## src/rtl/codec_reg_ctrl.sv

```systemverilog
module codec_reg_ctrl #(
  parameter int ADDR_W  = 4,
  parameter int CADDR_W = 7,
  parameter int CDATA_W = 16
) (
  input  logic               clk,
  input  logic               rst_n,
  input  logic               wr_en,
  input  logic [ADDR_W-1:0]  addr,
  input  logic [31:0]        wdata,
  output logic [31:0]        rdata,
  output logic               link_req,
  output logic               link_dir,
  output logic [CADDR_W-1:0] link_addr,
  output logic [CDATA_W-1:0] link_wdata,
  input  logic               link_done,
  input  logic [CDATA_W-1:0] link_rdata,
  output logic               irq_req_done,
  output logic               irq_reply_done
);
  localparam int IDX_W = ADDR_W - 2;
  localparam logic [IDX_W-1:0] IDX_CTRL  = IDX_W'(0);
  localparam logic [IDX_W-1:0] IDX_CADDR = IDX_W'(1);
  localparam logic [IDX_W-1:0] IDX_CDATA = IDX_W'(2);

  logic [31:1]        ctrl_q;
  logic [CADDR_W-1:0] caddr_q;
  logic [CDATA_W-1:0] cdata_q;
  logic               pend_q, dir_q;

  wire [IDX_W-1:0] idx = addr[ADDR_W-1:2];
  wire wr_ctrl  = wr_en && (idx == IDX_CTRL);
  wire wr_caddr = wr_en && (idx == IDX_CADDR);
  wire wr_cdata = wr_en && (idx == IDX_CDATA);
  wire go       = wr_ctrl && wdata[0] && !pend_q;
  wire fin      = pend_q && link_done;

  always_ff @(posedge clk or negedge rst_n) begin
    if (!rst_n) begin
      ctrl_q         <= '0;
      caddr_q        <= '0;
      cdata_q        <= '0;
      pend_q         <= 1'b0;
      dir_q          <= 1'b0;
      irq_req_done   <= 1'b0;
      irq_reply_done <= 1'b0;
    end else begin
      if (wr_ctrl)  ctrl_q  <= wdata[31:1];
      if (wr_caddr) caddr_q <= wdata[CADDR_W-1:0];
      if (fin && !dir_q) cdata_q <= link_rdata;
      else if (wr_cdata) cdata_q <= wdata[CDATA_W-1:0];
      if (go) begin
        pend_q <= 1'b1;
        dir_q  <= wdata[1];
      end else if (fin) begin
        pend_q <= 1'b0;
      end
      irq_req_done   <= fin && dir_q;
      irq_reply_done <= fin && !dir_q;
    end
  end

  always_comb begin
    rdata = '0;
    case (idx)
      IDX_CTRL:  rdata = {ctrl_q, 1'b0};
      IDX_CADDR: rdata = {{(32-CADDR_W){1'b0}}, caddr_q};
      IDX_CDATA: rdata = {{(32-CDATA_W){1'b0}}, cdata_q};
      default:   rdata = '0;
    endcase
  end

  assign link_req   = pend_q;
  assign link_dir   = dir_q;
  assign link_addr  = caddr_q;
  assign link_wdata = cdata_q;

  a_r4_req_pulse_one: assert property (@(posedge clk) disable iff (!rst_n)
    irq_req_done |=> !irq_req_done);
  a_r5_reply_pulse_one: assert property (@(posedge clk) disable iff (!rst_n)
    irq_reply_done |=> !irq_reply_done);
  a_r4_irq_exclusive: assert property (@(posedge clk) disable iff (!rst_n)
    !(irq_req_done && irq_reply_done));
  a_r6_dir_held_busy: assert property (@(posedge clk) disable iff (!rst_n)
    (link_req && !link_done) |=> (link_req && $stable(link_dir)));
  a_r7_req_irq_cause: assert property (@(posedge clk) disable iff (!rst_n)
    irq_req_done |-> $past(link_req && link_done && link_dir));
  a_r7_reply_irq_cause: assert property (@(posedge clk) disable iff (!rst_n)
    irq_reply_done |-> $past(link_req && link_done && !link_dir));
endmodule

```

## config.mk

```make
export PLATFORM = sky130hd
export DESIGN_NAME = codec_reg_ctrl
export DESIGN_NICKNAME = d
export VERILOG_FILES = /design/src/rtl/codec_reg_ctrl.sv
export SDC_FILE = /design/constraint.sdc
export NUM_CORES = 1
export LEC_CHECK = 0
export ABC_AREA = 1
export CAP_MARGIN = 30
export CORE_MARGIN = 2
export CORE_UTILIZATION = 43
export DETAILED_ROUTE_END_ITERATION = 6
export PLACE_DENSITY = 0.77
export SETUP_SLACK_MARGIN = 0.4
export SKIP_LAST_GASP = 1
export SYNTH_ARGS = -nofsm -noshare
export SYNTH_HDL_FRONTEND = slang
export SYNTH_SLANG_ARGS = --single-unit
```

## constraint.sdc

```tcl
create_clock -name clk -period 1.94 [get_ports clk]
set_clock_uncertainty 0.2 [all_clocks]
set_input_delay 0.388 -clock clk [delete_from_list [all_inputs] [get_ports clk]]
set_output_delay 0.388 -clock clk [all_outputs]
set_load 0.1 [all_outputs]
```

==> results of run 1 <==
-- per-stage QoR --
stage	worst slack, ns	hold slack (ns)
after floorplan	0.148	-0.108
after global placement	-0.414	0.210
after detailed placement	-0.430	0.210
after CTS	0.0124	0.309
-- synthesized netlist by cell type (all sizes together) --
master and number:
nand4 15, nor2 22, nand3 12, clkbuf 3, buf 15, o21ai 30
a22o 9, inv 32, dfrtp 58, nand2 160
-- kinds of logic after synthesis --
family	after synthesis	share of synthesized area
AO/OA/AOI/OAI	39	0.0829
buffers and inverters	50	0.0788
flip-flops	58	0.525
AND/OR/NAND/NOR	209	0.313
-- repair_timing --
action,in CTS
gates cloned,7
hold endpoints to repair,58
setup endpoints to repair,110
pin swaps,9
gates resized for setup,54
hold buffers,1
setup buffers,17
==> impl_results.html, run 1 <==
<table>
<tr><th>Metric</th><th>Value</th></tr>
<tr><th colspan="2">Status</th></tr>
<tr><td>Result of the run</td><td>did not finish</td></tr>
<tr><td>Stop err</td><td>[ERROR DPL-0033] detailed placement checks failed during check placement.</td></tr>
<tr><td>Last flow stage reached</td><td>5_1_grt</td></tr>
<tr><th colspan="2">Place</th></tr>
<tr><td>RD Place Congestion</td><td>0.877</td></tr>
<tr><td>Placed instance count</td><td>549</td></tr>
<tr><td>Count of buffers from port buffering</td><td>112</td></tr>
<tr><td>Detailed placement HPWL</td><td>6680 um</td></tr>
<tr><td>Standard cell area after detailed placement</td><td>5190 um2</td></tr>
<tr><th colspan="2">Clock tree</th></tr>
<tr><td>CTS HTree Levels</td><td>3</td></tr>
<tr><td>Number of CTS-inserted buffers</td><td>9</td></tr>
<tr><td>Cell at the root of the clock tree</td><td>sky130_fd_sc_hd__clkbuf_8</td></tr>
<tr><td>Num Clock Sinks</td><td>58</td></tr>
<tr><td>Buffer depth of the longest clock path</td><td>2</td></tr>
<tr><th colspan="2">Yosys</th></tr>
<tr><td>Area fraction of the dominant cell type after synthesis</td><td>0.525</td></tr>
<tr><td>Synthesized instance count</td><td>356</td></tr>
<tr><td>Cell Area, Synth</td><td>2760 um2</td></tr>
<tr><td>Net Count, Synth</td><td>412</td></tr>
<tr><td>Sequential fraction of the synthesis area</td><td>0.525</td></tr>
<tr><td>Cell accounting for the most synthesized area</td><td>sky130_fd_sc_hd__dfrtp_1</td></tr>
<tr><td>Mean post-synth cell area</td><td>7.76 um2</td></tr>
<tr><td>Biggest area contributors in the synthesized netlist</td><td>sky130_fd_sc_hd__dfrtp_1 53%, sky130_fd_sc_hd__nand2_1 21%, sky130_fd_sc_hd__o21ai_1 5.3%</td></tr>
<tr><td>Synth Warn #</td><td>0</td></tr>
<tr><td>Synthesis-stage register bit count</td><td>58</td></tr>
<tr><td>Number of distinct standard cells referenced by the synthesized netlist</td><td>18</td></tr>
<tr><th colspan="2">Die</th></tr>
<tr><td>Initial cell density of the core</td><td>0.440</td></tr>
<tr><td>I/O Pins</td><td>115</td></tr>
<tr><td>X dimension of the die</td><td>84.2 um</td></tr>
<tr><td>Rows</td><td>29</td></tr>
<tr><td>Die height</td><td>84.2 um</td></tr>
<tr><th colspan="2">GRT</th></tr>
<tr><td>Maximum number of pins on one net before global-route repair</td><td>59</td></tr>
<tr><td>Number of antenna violations at the first check in global routing</td><td>0</td></tr>
<tr><th colspan="2">STA</th></tr>
<tr><td>Final worst endpoint reported by repair_timing after global routing</td><td>rdata[7]</td></tr>
<tr><td>Classification of the worst endpoint</td><td>primary output</td></tr>
</table>
==> run 2, diff against run 1 <==
--- a/config.mk
+++ b/config.mk
@@ -8,10 +8,9 @@
 export ABC_AREA = 1
 export CAP_MARGIN = 30
 export CORE_MARGIN = 2
-export CORE_UTILIZATION = 43
+export CORE_UTILIZATION = 30
 export DETAILED_ROUTE_END_ITERATION = 6
-export PLACE_DENSITY = 0.77
-export SETUP_SLACK_MARGIN = 0.4
+export PLACE_DENSITY_LB_ADDON = 0.15
 export SKIP_LAST_GASP = 1
 export SYNTH_ARGS = -nofsm -noshare
 export SYNTH_HDL_FRONTEND = slang
==> impl_results.html, run 2 <==
<table>
<tr><th>Metric</th><th>Value</th></tr>
<tr><th colspan="2">Yosys</th></tr>
<tr><td>Cell accounting for the most synthesized area</td><td>sky130_fd_sc_hd__dfrtp_1 (unchanged)</td></tr>
<tr><td>Most used standard cell by instance count after synthesis</td><td>sky130_fd_sc_hd__nand2_1 (unchanged)</td></tr>
<tr><td>Biggest area contributors in the synthesized netlist</td><td>sky130_fd_sc_hd__dfrtp_1 53%, sky130_fd_sc_hd__nand2_1 21%, sky130_fd_sc_hd__o21ai_1 5.3% (unchanged)</td></tr>
<tr><td>Synthesis-stage register bit count</td><td>58 (unchanged)</td></tr>
<tr><td>Number of distinct standard cells referenced by the synthesized netlist</td><td>18 (unchanged)</td></tr>
<tr><td>Area fraction of the dominant cell type after synthesis</td><td>0.525 (unchanged)</td></tr>
<tr><td>Synth Warn #</td><td>0 (unchanged)</td></tr>
<tr><td>Sequential fraction of the synthesis area</td><td>0.525 (unchanged)</td></tr>
<tr><td>Cell Area, Synth</td><td>2760 um2 (unchanged)</td></tr>
<tr><td>Net Count, Synth</td><td>412 (unchanged)</td></tr>
<tr><td>Dominant synthesized flop cell</td><td>sky130_fd_sc_hd__dfrtp_1 (unchanged)</td></tr>
<tr><td>Mean post-synth cell area</td><td>7.76 um2 (unchanged)</td></tr>
<tr><td>Most used standard cells in the synthesized netlist</td><td>158 x sky130_fd_sc_hd__nand2_1, 58 x sky130_fd_sc_hd__dfrtp_1, 29 x sky130_fd_sc_hd__o21ai_1 (unchanged)</td></tr>
<tr><td>Proportion of register bits with asynchronous set or reset after synthesis</td><td>1.00 (unchanged)</td></tr>
<tr><td>Synthesized instance count</td><td>356 (unchanged)</td></tr>
<tr><td>EDFF count, synth</td><td>0 (unchanged)</td></tr>
<tr><th colspan="2">Die</th></tr>
<tr><td>Die height</td><td>100 um (was 84.2 um)</td></tr>
<tr><td>I/O Pins</td><td>115 (unchanged)</td></tr>
<tr><td>Die ar.</td><td>9990 um2</td></tr>
<tr><td>Rows</td><td>35 (was 29)</td></tr>
<tr><td>X dimension of the die</td><td>100 um (was 84.2 um)</td></tr>
<tr><td>CORE AREA</td><td>9060 um2</td></tr>
<tr><td>Initial cell density of the core</td><td>0.305 (was 0.440)</td></tr>
<tr><th colspan="2">Finish</th></tr>
<tr><td>Fraction of layout cells with a size suffix above 1</td><td>0.344</td></tr>
<tr><td>Number of antenna cells inserted</td><td>0</td></tr>
<tr><td>Area added between synthesis and finish</td><td>87.0%</td></tr>
<tr><td>Register with the highest flop count</td><td>ctrl_q</td></tr>
<tr><td>Number of flip-flops in the largest register</td><td>31</td></tr>
<tr><td>Number of nets in the finished design</td><td>540</td></tr>
<tr><td>Summed area of non-filler cells in the final layout</td><td>5160 um2</td></tr>
<tr><td>Non-filler instance count after layout</td><td>600</td></tr>
<tr><td>Most frequent standard cell in the layout excluding fill and tap cells</td><td>sky130_fd_sc_hd__nand2_1</td></tr>
<tr><td>Commonest non-fill, non-tap cells in the layout</td><td>157 x sky130_fd_sc_hd__nand2_1, 63 x sky130_fd_sc_hd__buf_12, 50 x sky130_fd_sc_hd__clkdlybuf4s50_1</td></tr>
<tr><td>Utilization after layout</td><td>0.570</td></tr>
<tr><th colspan="2">Setup path</th></tr>
<tr><td>Cell family contributing the most delay on the critical path</td><td>buffers and inverters</td></tr>
<tr><td>Required arrival time at the worst endpoint</td><td>1.35 ns</td></tr>
<tr><td>Reg2Reg Launch Point</td><td>link_req</td></tr>
<tr><td>Delay contributed by the slowest stage of the critical path</td><td>0.27 ns</td></tr>
<tr><td>Worst path cell trace</td><td>buf_2 &gt; inv_2 &gt; nor2_4 &gt; bufbuf_16 &gt; a22o_4 &gt; buf_12</td></tr>
<tr><td>Arrival time worst endpoint</td><td>1.30 ns</td></tr>
<tr><td>Class of the most critical setup path</td><td>primary input to output port</td></tr>
<tr><td>Startpoint kind of the worst setup timing path</td><td>primary input</td></tr>
<tr><td>Crit-path slowest cell</td><td>sky130_fd_sc_hd__bufbuf_16</td></tr>
<tr><td>Register-to-register path setup slack</td><td>0.33 ns</td></tr>
<tr><td>Maximum fanout along the worst path</td><td>8</td></tr>
<tr><td>Depth of the worst register-to-register path</td><td>5</td></tr>
<tr><td>Buffer and inverter count on the worst path</td><td>4</td></tr>
<tr><td>Crit. End Element</td><td>output port</td></tr>
<tr><td>Crit path from</td><td>addr[3]</td></tr>
<tr><td>Capture instance of the worst register-to-register path</td><td>link_wdata[5]</td></tr>
<tr><th colspan="2">Place</th></tr>
<tr><td>Placed instance count</td><td>581 (was 549)</td></tr>
<tr><td>RD Place Congestion</td><td>0.797 (was 0.877)</td></tr>
<tr><td>Count of buffers from port buffering</td><td>112 (unchanged)</td></tr>
<tr><td>Detailed placement HPWL</td><td>6140 um (was 6680 um)</td></tr>
<tr><td>Standard cell area after detailed placement</td><td>4830 um2 (was 5190 um2)</td></tr>
<tr><th colspan="2">Route</th></tr>
<tr><td>Number of iterations in the first detailed-routing pass</td><td>4</td></tr>
<tr><td>Drc violations</td><td>0</td></tr>
<tr><td>Drt total wl</td><td>8410 um</td></tr>
<tr><td>Via count of the routed design</td><td>2736</td></tr>
<tr><td>Number of DRC markers after the initial detailed-route iteration</td><td>121</td></tr>
<tr><td>ANT nets after route</td><td>0</td></tr>
<tr><td>Drt wl/cell</td><td>14.0 um</td></tr>
<tr><td>Via-per-instance ratio</td><td>4.56</td></tr>
<tr><th colspan="2">STA</th></tr>
<tr><td>Unrepaired setup endpoints after global routing</td><td>no</td></tr>
<tr><td>Max Clock Freq</td><td>529 MHz</td></tr>
<tr><td>Post-route minimum period</td><td>1.89 ns</td></tr>
<tr><td>Max-slew violation count</td><td>0</td></tr>
<tr><td>Setup Viol. Count Final</td><td>0</td></tr>
<tr><td>Final-report hold violation count</td><td>0</td></tr>
<tr><td>Relative slew margins</td><td>0.705</td></tr>
<tr><td>Setup TNS after final layout</td><td>0 ns</td></tr>
<tr><td>Tightest Pin Transition</td><td>0.443 ns</td></tr>
<tr><td>Share of the cycle needed by the critical path after routing</td><td>0.975</td></tr>
<tr><th colspan="2">GRT</th></tr>
<tr><td>First-pass GRT wire length</td><td>13700 um</td></tr>
<tr><td>Via count of the first global-routing pass</td><td>2790</td></tr>
<tr><td>Maximum number of pins on one net before global-route repair</td><td>42</td></tr>
<tr><td>Number of antenna violations at the first check in global routing</td><td>0</td></tr>
<tr><td>Total routing usage reported by global routing</td><td>0.177</td></tr>
<tr><td>Overflow left after global routing</td><td>0</td></tr>
<tr><th colspan="2">Hold path</th></tr>
<tr><td>Hold endpoint</td><td>ctrl_q[6]</td></tr>
<tr><td>Worst min-delay path class</td><td>flip-flop to flip-flop</td></tr>
<tr><td>Number of instances on the worst hold path</td><td>2</td></tr>
<tr><td>Hold path startpoint</td><td>ctrl_q[6]</td></tr>
<tr><th colspan="2">Power</th></tr>
<tr><td>Power density over the cells</td><td>1070 nW/um2</td></tr>
<tr><td>Static Leakage</td><td>2.47 nW</td></tr>
<tr><td>Power consumption</td><td>5.55 mW</td></tr>
<tr><td>Highest ir drop seen on vdd</td><td>0.562 mV</td></tr>
<tr><th colspan="2">Clock tree</th></tr>
<tr><td>Number of CTS-inserted buffers</td><td>9 (unchanged)</td></tr>
<tr><td>Num Clock Sinks</td><td>58 (unchanged)</td></tr>
<tr><td>Clock latency on the worst-skew pair</td><td>0.34 ns</td></tr>
<tr><td>Cell at the root of the clock tree</td><td>sky130_fd_sc_hd__clkbuf_8 (unchanged)</td></tr>
<tr><td>Buffer depth of the longest clock path</td><td>2 (unchanged)</td></tr>
<tr><td>CTS HTree Levels</td><td>3 (unchanged)</td></tr>
<tr><td>CTS tree</td><td>done</td></tr>
<tr><td>Clock transition at path regs</td><td>0.06 ns</td></tr>
<tr><th colspan="2">Status</th></tr>
<tr><td>Result of the run</td><td>complete, no violations (was did not finish)</td></tr>
<tr><th colspan="2">Flow run</th></tr>
<tr><td>Count of maximum capacitance violations</td><td>0</td></tr>
</table>
## run 2: cells by family (layout without fill, tap and decap cells)
family / Yosys count / in the layout / synth area share
and+or+nand+nor: 209 / 209 / 0.313
buffers and inverters: 50 / 183 / 0.0788
DFF: 58 / 58 / 0.525
AOI/OAI and AO/OA: 39 / 39 / 0.0829
## run 2: worst max path at each step
stage                           end  slack [ns]  cells after the start
after global routing       rdata[7]        0.03                      6
after global placement     rdata[1]       -0.29                      6
after CTS                  rdata[7]        0.02                      5
after detailed placement   rdata[1]       -0.30                      6
final                      rdata[7]        0.05                      6
after floorplan           rdata[17]       -0.29                      4
## run 2: layout make-up
class / instances / area, um2
Fill cell: 800 / 3900
Timing Repair Buffer: 135 / 1950
Sequential cell: 58 / 1480
Multi-Input combinational cell: 248 / 1260
Clock buffer: 11 / 141
Tap cell: 111 / 139
Inverter: 32 / 120
Clock inverter: 5 / 77.6
## run 2: power breakdown
group,internal [mW],switching (mW)
Clock,0.754,0.484
Sequential,1.44,0.213
Combinational,0.962,1.70
Total,3.15,2.39
## run 2: through the flow
stage               hold slack [ns]  setup slack [ns]
floorplan                    -0.108            -0.289
global placement              0.158            -0.291
detailed placement            0.162            -0.302
CTS                           0.296            0.0222
global route                  0.320            0.0255
finish                        0.292            0.0489
## run 2: tightest hold or removal path, cell delays in order, from the launching register on
cell and delay [ns]:
sky130_fd_sc_hd__dfrtp_1 0.34, sky130_fd_sc_hd__nand2_1 0.05, sky130_fd_sc_hd__o21ai_1 0.06
## run 2: routing by layer
layer	wire length, um	global-route usage
met1	3710	0.230
met2	4000	0.287
met3	581	0.0467
met4	115	0.0601
met5	0	0
## run 2: what timing repair did
action / CTS / global route
resized for setup: 18 / 2
hold buffers: 1 / 0
gates cloned: 1 / 0
pin swaps: 13 / 1
endpoints found under the setup margin: 32 / 6
setup buffers: 1 / 0
hold endpoints to repair: 16 / 0
(Power assumes the default switching activity.)
==> run 3, diff against run 2 <==
--- a/config.mk
+++ b/config.mk
@@ -15,3 +15,4 @@
 export SYNTH_ARGS = -nofsm -noshare
 export SYNTH_HDL_FRONTEND = slang
 export SYNTH_SLANG_ARGS = --single-unit
+export TNS_END_PERCENT = 50
==> impl_results.html, run 3 (synthesis gave the netlist of run 2 again) <==
<table>
<tr><th>Metric</th><th>Value</th></tr>
<tr><th colspan="2">Status</th></tr>
<tr><td>Result of the run</td><td>complete, no violations (unchanged)</td></tr>
<tr><th colspan="2">GRT</th></tr>
<tr><td>Via count of the first global-routing pass</td><td>2803 (was 2790)</td></tr>
<tr><td>Number of antenna violations at the first check in global routing</td><td>0 (unchanged)</td></tr>
<tr><td>Overflow left after global routing</td><td>0 (unchanged)</td></tr>
<tr><td>First-pass GRT wire length</td><td>13600 um (was 13700 um)</td></tr>
<tr><td>Maximum number of pins on one net before global-route repair</td><td>59 (was 42)</td></tr>
<tr><td>Total routing usage reported by global routing</td><td>0.175 (was 0.177)</td></tr>
<tr><th colspan="2">Hold path</th></tr>
<tr><td>Hold endpoint</td><td>ctrl_q[11] (was ctrl_q[6])</td></tr>
<tr><td>Hold path startpoint</td><td>ctrl_q[11] (was ctrl_q[6])</td></tr>
<tr><td>Number of instances on the worst hold path</td><td>2 (unchanged)</td></tr>
<tr><td>Worst min-delay path class</td><td>flip-flop to flip-flop (unchanged)</td></tr>
<tr><th colspan="2">STA</th></tr>
<tr><td>Max Clock Freq</td><td>530 MHz (was 529 MHz)</td></tr>
<tr><td>Relative slew margins</td><td>0.743 (was 0.705)</td></tr>
<tr><td>Final-report hold violation count</td><td>0 (unchanged)</td></tr>
<tr><td>Max-slew violation count</td><td>0 (unchanged)</td></tr>
<tr><td>Post-route minimum period</td><td>1.89 ns (about the same)</td></tr>
<tr><td>Unrepaired setup endpoints after global routing</td><td>no (unchanged)</td></tr>
<tr><td>Setup Viol. Count Final</td><td>0 (unchanged)</td></tr>
<tr><td>Share of the cycle needed by the critical path after routing</td><td>0.973 (was 0.975)</td></tr>
<tr><td>Tightest Pin Transition</td><td>0.384 ns (was 0.443 ns)</td></tr>
<tr><th colspan="2">Die</th></tr>
<tr><td>Die ar.</td><td>9990 um2 (unchanged)</td></tr>
<tr><td>Rows</td><td>35 (unchanged)</td></tr>
<tr><td>X dimension of the die</td><td>100 um (unchanged)</td></tr>
<tr><td>CORE AREA</td><td>9060 um2 (unchanged)</td></tr>
<tr><td>I/O Pins</td><td>115 (unchanged)</td></tr>
<tr><td>Initial cell density of the core</td><td>0.305 (unchanged)</td></tr>
<tr><td>Die height</td><td>100 um (unchanged)</td></tr>
<tr><th colspan="2">Setup path</th></tr>
<tr><td>Crit. End Element</td><td>output port (unchanged)</td></tr>
<tr><td>Delay contributed by the slowest stage of the critical path</td><td>0.24 ns (was 0.27 ns)</td></tr>
<tr><td>Required arrival time at the worst endpoint</td><td>1.35 ns (about the same)</td></tr>
<tr><td>Depth of the worst register-to-register path</td><td>6 (was 5)</td></tr>
<tr><td>Worst path cell trace</td><td>buf_2 &gt; buf_4 &gt; nor2_4 &gt; nand2_1 &gt; nand3_2 &gt; buf_12 (was buf_2 &gt; inv_2 &gt; nor2_4 &gt; bufbuf_16 &gt; a22o_4 &gt; buf_12)</td></tr>
<tr><td>Arrival time worst endpoint</td><td>1.30 ns (about the same)</td></tr>
<tr><td>Reg2Reg Launch Point</td><td>link_req (unchanged)</td></tr>
<tr><td>Buffer and inverter count on the worst path</td><td>3 (was 4)</td></tr>
<tr><td>Cell family contributing the most delay on the critical path</td><td>buffers and inverters (unchanged)</td></tr>
<tr><td>Capture instance of the worst register-to-register path</td><td>link_wdata[15] (was link_wdata[5])</td></tr>
<tr><td>Register-to-register path setup slack</td><td>0.46 ns (was 0.33 ns)</td></tr>
<tr><td>Crit-path slowest cell</td><td>sky130_fd_sc_hd__nor2_4 (was sky130_fd_sc_hd__bufbuf_16)</td></tr>
<tr><td>Class of the most critical setup path</td><td>primary input to output port (unchanged)</td></tr>
<tr><td>Startpoint kind of the worst setup timing path</td><td>primary input (unchanged)</td></tr>
<tr><td>Maximum fanout along the worst path</td><td>8 (unchanged)</td></tr>
<tr><th colspan="2">Finish</th></tr>
<tr><td>Summed area of non-filler cells in the final layout</td><td>5080 um2 (was 5160 um2)</td></tr>
<tr><td>Fraction of layout cells with a size suffix above 1</td><td>0.333 (was 0.344)</td></tr>
<tr><td>Number of nets in the finished design</td><td>541 (was 540)</td></tr>
<tr><td>Number of flip-flops in the largest register</td><td>31 (unchanged)</td></tr>
<tr><td>Register with the highest flop count</td><td>ctrl_q (unchanged)</td></tr>
<tr><td>Non-filler instance count after layout</td><td>601 (was 600)</td></tr>
<tr><td>Commonest non-fill, non-tap cells in the layout</td><td>153 x sky130_fd_sc_hd__nand2_1, 63 x sky130_fd_sc_hd__buf_12, 50 x sky130_fd_sc_hd__clkdlybuf4s50_1 (was 157 x sky130_fd_sc_hd__nand2_1, 63 x sky130_fd_sc_hd__buf_12, 50 x sky130_fd_sc_hd__clkdlybuf4s50_1)</td></tr>
<tr><td>Area added between synthesis and finish</td><td>83.7% (was 87.0%)</td></tr>
<tr><td>Number of antenna cells inserted</td><td>0 (unchanged)</td></tr>
<tr><td>Most frequent standard cell in the layout excluding fill and tap cells</td><td>sky130_fd_sc_hd__nand2_1 (unchanged)</td></tr>
<tr><th colspan="2">Clock tree</th></tr>
<tr><td>Cell at the root of the clock tree</td><td>sky130_fd_sc_hd__clkbuf_8 (unchanged)</td></tr>
<tr><td>CTS tree</td><td>done (unchanged)</td></tr>
<tr><td>Num Clock Sinks</td><td>58 (unchanged)</td></tr>
<tr><td>Buffers inserted during post-CTS setup optimization</td><td>0 (was 1)</td></tr>
<tr><td>Number of CTS-inserted buffers</td><td>9 (unchanged)</td></tr>
<tr><td>Clock latency on the worst-skew pair</td><td>0.33 ns (was 0.34 ns)</td></tr>
<tr><td>CTS HTree Levels</td><td>3 (unchanged)</td></tr>
<tr><td>Clock transition at path regs</td><td>0.06 ns (about the same)</td></tr>
<tr><td>Buffer depth of the longest clock path</td><td>2 (unchanged)</td></tr>
<tr><th colspan="2">Flow run</th></tr>
<tr><td>Count of maximum capacitance violations</td><td>0 (unchanged)</td></tr>
<tr><th colspan="2">Place</th></tr>
<tr><td>Detailed placement HPWL</td><td>6050 um (was 6140 um)</td></tr>
<tr><td>Standard cell area after detailed placement</td><td>4820 um2 (was 4830 um2)</td></tr>
<tr><td>Placed instance count</td><td>582 (was 581)</td></tr>
<tr><td>Count of buffers from port buffering</td><td>112 (unchanged)</td></tr>
<tr><td>RD Place Congestion</td><td>0.824 (was 0.797)</td></tr>
<tr><th colspan="2">Route</th></tr>
<tr><td>Drt wl/cell</td><td>13.9 um (was 14.0 um)</td></tr>
<tr><td>Number of iterations in the first detailed-routing pass</td><td>4 (unchanged)</td></tr>
<tr><td>Number of DRC markers after the initial detailed-route iteration</td><td>75 (was 121)</td></tr>
<tr><td>Drt total wl</td><td>8350 um (was 8410 um)</td></tr>
<tr><td>ANT nets after route</td><td>0 (unchanged)</td></tr>
<tr><td>Via-per-instance ratio</td><td>4.61 (was 4.56)</td></tr>
<tr><td>Drc violations</td><td>0 (unchanged)</td></tr>
<tr><td>Via count of the routed design</td><td>2768 (was 2736)</td></tr>
<tr><th colspan="2">Power</th></tr>
<tr><td>Power density over the cells</td><td>1060 nW/um2 (was 1070 nW/um2)</td></tr>
<tr><td>Static Leakage</td><td>2.43 nW (was 2.47 nW)</td></tr>
<tr><td>Highest ir drop seen on vdd</td><td>0.571 mV (was 0.562 mV)</td></tr>
</table>
==> run 3: cell types whose count changed in the layout (fill, tap and decap cells not counted), sizes merged <==
cell    before  now
buf         83   85
clkinv       2    3
bufinv       2    1
bufbuf       1    0
==> run 3: metal layers <==
metal / wire [um] / vias up / track usage
met1: 3570 / 1291 / 0.216
met5: 0 / - / 0
met4: 110 / 0 / 0.0601
li1: - / 1381 / -
met2: 4090 / 88 / 0.299
met3: 578 / 8 / 0.0439
==> run 3: final cells by class <==
cell class,count,area (um2)
tap,111,139
fill,831,3990
clock inverter,5,52.6
sequential,58,1470
multi-input combinational,248,1200
clock buffer,11,151
timing repair buffer,136,1940
inverter,32,120
==> run 3: per-stage QoR <==
stage | hold slack, ns | power, mW | util | setup TNS [ns] | setup slack, ns
after global routing | 0.304 | 5.61 | 0.560 | 0 | 0.00754
after detailed placement | 0.218 | 4.28 | 0.532 | -11.41 | -0.285
final | 0.275 | 5.40 | 0.560 | 0 | 0.0526
after global placement | 0.220 | 4.26 | 0.532 | -9.27 | -0.260
after floorplan | -0.108 | 3.19 | - | -6.92 | -0.289
after CTS | 0.280 | 5.44 | 0.560 | -0.00573 | -0.00322
==> run 3: worst max-delay path by stage <==
stage	start	to	slack, ns	cells after the start
floorplan	addr[2]	rdata[17]	-0.29	4
global placement	addr[2]	rdata[12]	-0.26	5
detailed placement	addr[3]	rdata[12]	-0.29	6
CTS	addr[3]	rdata[12]	-0.003	6
global route	addr[3]	rdata[1]	0.008	6
finish	addr[3]	rdata[1]	0.05	6
==> run 3: report_power, final <==
| part | leakage (nW) | total (mW) | internal [mW] | switching, mW |
|---|---|---|---|---|
| sequential | 0.707 | 1.63 | 1.43 | 0.198 |
| clock | 0.105 | 1.14 | 0.656 | 0.481 |
| combinational | 1.62 | 2.63 | 0.938 | 1.69 |
| total | 2.43 | 5.40 | 3.02 | 2.37 |
==> run 3: repair_timing <==
item                                    4_1_cts  5_1_grt
endpoints found under the setup margin       32       22
hold buffers                                  1        0
endpoints found under the hold margin        58        0
pin swaps                                     3        6
gates cloned                                  2        0
resized for setup                            16        7
==> run 3: worst reg2reg max path, stage by stage (launching register included) <==
cell	delay, ns
sky130_fd_sc_hd__dfrtp_1	0.53
sky130_fd_sc_hd__buf_4	0.25
sky130_fd_sc_hd__buf_4	0.15
sky130_fd_sc_hd__nand4_1	0.11
sky130_fd_sc_hd__nand2_1	0.09
sky130_fd_sc_hd__nand2_1	0.05
sky130_fd_sc_hd__nand2_1	0.05
==> run 4, diff against run 3 <==
==> constraint.sdc (replaced) <==
create_clock -name clk -period 1.9 [get_ports clk]
set_clock_uncertainty 0.2 [all_clocks]
set_input_delay 0.38 -clock clk [delete_from_list [all_inputs] [get_ports clk]]
set_output_delay 0.38 -clock clk [all_outputs]
set_load 0.1 [all_outputs]
==> impl_results.html, run 4 (synthesis gave the netlist of run 2 again) <==
<table>
<tr><th>Metric</th><th>Value</th></tr>
<tr><th colspan="2">Status</th></tr>
<tr><td>Result of the run</td><td>complete, no violations (unchanged)</td></tr>
<tr><th colspan="2">Finish</th></tr>
<tr><td>Fraction of layout cells with a size suffix above 1</td><td>0.339 (was 0.333)</td></tr>
<tr><td>Fillers</td><td>790 (was 831)</td></tr>
<tr><td>Sequential cell area</td><td>1470 um2 (about the same)</td></tr>
<tr><td>Commonest non-fill, non-tap cells in the layout</td><td>152 x sky130_fd_sc_hd__nand2_1, 64 x sky130_fd_sc_hd__buf_12, 50 x sky130_fd_sc_hd__clkdlybuf4s50_1 (was 153 x sky130_fd_sc_hd__nand2_1, 63 x sky130_fd_sc_hd__buf_12, 50 x sky130_fd_sc_hd__clkdlybuf4s50_1)</td></tr>
<tr><td>Most frequent standard cell in the layout excluding fill and tap cells</td><td>sky130_fd_sc_hd__nand2_1 (unchanged)</td></tr>
<tr><td>Register with the highest flop count</td><td>ctrl_q (unchanged)</td></tr>
<tr><td>Number of flip-flops in the largest register</td><td>31 (unchanged)</td></tr>
<tr><td>Multi-input combinational cell area</td><td>1280 um2 (was 1200 um2)</td></tr>
<tr><td>Utilization after layout</td><td>0.576 (was 0.560)</td></tr>
<tr><td>Number of nets in the finished design</td><td>543 (was 541)</td></tr>
<tr><td>Number of antenna cells inserted</td><td>0 (unchanged)</td></tr>
<tr><td>Summed area of non-filler cells in the final layout</td><td>5220 um2 (was 5080 um2)</td></tr>
<tr><td>Area added between synthesis and finish</td><td>89.1% (was 83.7%)</td></tr>
<tr><th colspan="2">Power</th></tr>
<tr><td>Static Leakage</td><td>2.47 nW (was 2.43 nW)</td></tr>
<tr><td>Clk pwr share</td><td>0.245 (was 0.211)</td></tr>
<tr><td>Portion of total power attributed to combinational logic</td><td>0.470 (was 0.488)</td></tr>
<tr><td>Power consumption</td><td>5.82 mW (was 5.40 mW)</td></tr>
<tr><td>Power density over the cells</td><td>1110 nW/um2 (was 1060 nW/um2)</td></tr>
<tr><td>Highest ir drop seen on vdd</td><td>0.697 mV (was 0.571 mV)</td></tr>
<tr><td>Sw Ratio</td><td>0.421 (was 0.440)</td></tr>
<tr><td>Power dissipated by switching net loads</td><td>2.45 mW (was 2.37 mW)</td></tr>
<tr><td>Power share of the sequential group</td><td>0.286 (was 0.301)</td></tr>
<tr><td>Internal power summed over all cells</td><td>3.37 mW (was 3.02 mW)</td></tr>
<tr><th colspan="2">Clock tree</th></tr>
<tr><td>Num Clock Sinks</td><td>58 (unchanged)</td></tr>
<tr><td>Clock latency on the worst-skew pair</td><td>0.32 ns (was 0.33 ns)</td></tr>
<tr><td>CTS HTree Levels</td><td>3 (unchanged)</td></tr>
<tr><td>Buffer depth of the longest clock path</td><td>2 (unchanged)</td></tr>
<tr><td>Clock transition at path regs</td><td>0.06 ns (about the same)</td></tr>
<tr><td>Cell at the root of the clock tree</td><td>sky130_fd_sc_hd__clkbuf_8 (unchanged)</td></tr>
<tr><td>Number of CTS-inserted buffers</td><td>9 (unchanged)</td></tr>
<tr><td>CTS tree</td><td>done (unchanged)</td></tr>
<tr><th colspan="2">Setup path</th></tr>
<tr><td>Worst path cell trace</td><td>buf_2 &gt; buf_4 &gt; nor2_4 &gt; buf_12 &gt; nand2_1 &gt; nand3_2 &gt; buf_12 (was buf_2 &gt; buf_4 &gt; nor2_4 &gt; nand2_1 &gt; nand3_2 &gt; buf_12)</td></tr>
<tr><td>Crit. End Element</td><td>output port (unchanged)</td></tr>
<tr><td>Arrival time worst endpoint</td><td>1.25 ns (was 1.30 ns)</td></tr>
<tr><td>Delay contributed by the slowest stage of the critical path</td><td>0.17 ns (was 0.24 ns)</td></tr>
<tr><td>Class of the most critical setup path</td><td>primary input to output port (unchanged)</td></tr>
<tr><td>Required arrival time at the worst endpoint</td><td>1.32 ns (was 1.35 ns)</td></tr>
<tr><td>Library cell appearing most often on the critical path</td><td>sky130_fd_sc_hd__buf_12</td></tr>
<tr><td>Crit-path slowest cell</td><td>sky130_fd_sc_hd__buf_12 (was sky130_fd_sc_hd__nor2_4)</td></tr>
<tr><td>Maximum fanout along the worst path</td><td>8 (unchanged)</td></tr>
<tr><td>Startpoint kind of the worst setup timing path</td><td>primary input (unchanged)</td></tr>
<tr><th colspan="2">Place</th></tr>
<tr><td>Count of buffers from port buffering</td><td>112 (unchanged)</td></tr>
<tr><td>Detailed placement HPWL</td><td>6210 um (was 6050 um)</td></tr>
<tr><td>Standard cell area after detailed placement</td><td>4920 um2 (was 4820 um2)</td></tr>
<tr><td>RD Place Congestion</td><td>0.806 (was 0.824)</td></tr>
<tr><th colspan="2">STA</th></tr>
<tr><td>Unrepaired setup endpoints after global routing</td><td>no (unchanged)</td></tr>
<tr><td>Max-slew violation count</td><td>0 (unchanged)</td></tr>
<tr><td>Share of the cycle needed by the critical path after routing</td><td>0.961</td></tr>
<tr><td>Post-route minimum period</td><td>1.83 ns</td></tr>
<tr><td>Tightest Pin Transition</td><td>0.469 ns (was 0.384 ns)</td></tr>
<tr><td>Setup Viol. Count Final</td><td>0 (unchanged)</td></tr>
<tr><td>Max Clock Freq</td><td>548 MHz</td></tr>
<tr><td>Relative slew margins</td><td>0.687 (was 0.743)</td></tr>
<tr><td>Worst hold slack across all endpoints</td><td>0.276 ns (was 0.275 ns)</td></tr>
<tr><td>Final-report hold violation count</td><td>0 (unchanged)</td></tr>
<tr><th colspan="2">Route</th></tr>
<tr><td>Via count of the routed design</td><td>2760 (was 2768)</td></tr>
<tr><td>Number of DRC markers after the initial detailed-route iteration</td><td>143 (was 75)</td></tr>
<tr><td>Drc violations</td><td>0 (unchanged)</td></tr>
<tr><td>ANT nets after route</td><td>0 (unchanged)</td></tr>
<tr><td>Drt total wl</td><td>8290 um (was 8350 um)</td></tr>
<tr><td>Number of iterations in the first detailed-routing pass</td><td>4 (unchanged)</td></tr>
<tr><td>Via-per-instance ratio</td><td>4.58 (was 4.61)</td></tr>
<tr><td>Drt wl/cell</td><td>13.8 um (was 13.9 um)</td></tr>
<tr><th colspan="2">GRT</th></tr>
<tr><td>Number of antenna violations at the first check in global routing</td><td>0 (unchanged)</td></tr>
<tr><td>Overflow left after global routing</td><td>0 (unchanged)</td></tr>
<tr><td>First-pass GRT wire length</td><td>14000 um (was 13600 um)</td></tr>
<tr><td>Maximum number of pins on one net before global-route repair</td><td>40 (was 59)</td></tr>
<tr><td>Via count of the first global-routing pass</td><td>2839 (was 2803)</td></tr>
<tr><td>Total routing usage reported by global routing</td><td>0.179 (was 0.175)</td></tr>
<tr><th colspan="2">Die</th></tr>
<tr><td>CORE AREA</td><td>9060 um2 (unchanged)</td></tr>
<tr><td>Initial cell density of the core</td><td>0.305 (unchanged)</td></tr>
<tr><td>Die height</td><td>100 um (unchanged)</td></tr>
<tr><td>Rows</td><td>35 (unchanged)</td></tr>
<tr><td>I/O Pins</td><td>115 (unchanged)</td></tr>
<tr><td>X dimension of the die</td><td>100 um (unchanged)</td></tr>
<tr><td>Die ar.</td><td>9990 um2 (unchanged)</td></tr>
<tr><th colspan="2">Flow run</th></tr>
<tr><td>Count of maximum capacitance violations</td><td>0 (unchanged)</td></tr>
<tr><th colspan="2">Hold path</th></tr>
<tr><td>Worst min-delay path class</td><td>flip-flop to flip-flop (unchanged)</td></tr>
</table>
-- run 4: per-layer routing --
metal / vias to the layer above / track usage / part of all wire
met5: - / 0 / 0
met4: 0 / 0.0611 / 0.012
met3: 9 / 0.0460 / 0.062
met2: 88 / 0.301 / 0.51
met1: 1280 / 0.224 / 0.42
li1: 1383 / - / -
-- run 4: what timing repair did --
| item | CTS | global route |
|---|---|---|
| endpoints found under the setup margin | 32 | 19 |
| gates resized for setup | 11 | 7 |
| buffers inserted | 0 | 1 |
| hold endpoints to repair | 19 | 0 |
| hold buffers | 1 | 0 |
| gates cloned | 1 | 0 |
| pin swaps | 2 | 2 |
-- run 4: layout make-up --
class / count / share of cell area
clock buffer: 11 / 0.0290
inverter: 32 / 0.0230
tap: 111 / 0.0266
multi-input combinational: 248 / 0.246
timing repair buffer: 138 / 0.375
clock inverter: 5 / 0.0192
sequential: 58 / 0.281
-- run 4: stage by stage --
step	instances	setup slack (ns)	setup TNS, ns
after floorplan	356	-0.205	-3.70
after global placement	584	-0.313	-12.84
after detailed placement	584	-0.316	-14.08
after CTS	602	0.0104	0
after global routing	603	0.0242	0
final	603	0.0741	0
-- run 4: critical path, delay by kind of cell --
kind | cells | cell delay, ns
simple gates | 3 | 0.27
buf+inv | 4 | 0.59
-- run 4: worst paths after layout --
check / from / end / slack (ns) / cells after the start
setup / recovery: addr[3] / rdata[1] / 0.07 / 7
hold / removal: ctrl_q[14] / ctrl_q[14] / 0.28 / 2
setup reg to reg: link_req / link_wdata[11] / 0.43 / 6
hold reg to reg: ctrl_q[14] / ctrl_q[14] / 0.28 / 2
max in group asynchronous: rst_n / link_wdata[10] / 0.57 / 3
min in group asynchronous: rst_n / ctrl_q[25] / 0.34 / 2
-- run 4: power by group through the flow --
stage | combinational, mW | sequential (mW) | clock, mW
finish | 2.73 | 1.66 | 1.42
global route | 2.85 | 1.69 | 1.54
CTS | 2.74 | 1.66 | 1.46
detailed placement | 2.73 | 1.68 | 0
global placement | 2.71 | 1.68 | 0
floorplan | 0.930 | 2.36 | 0
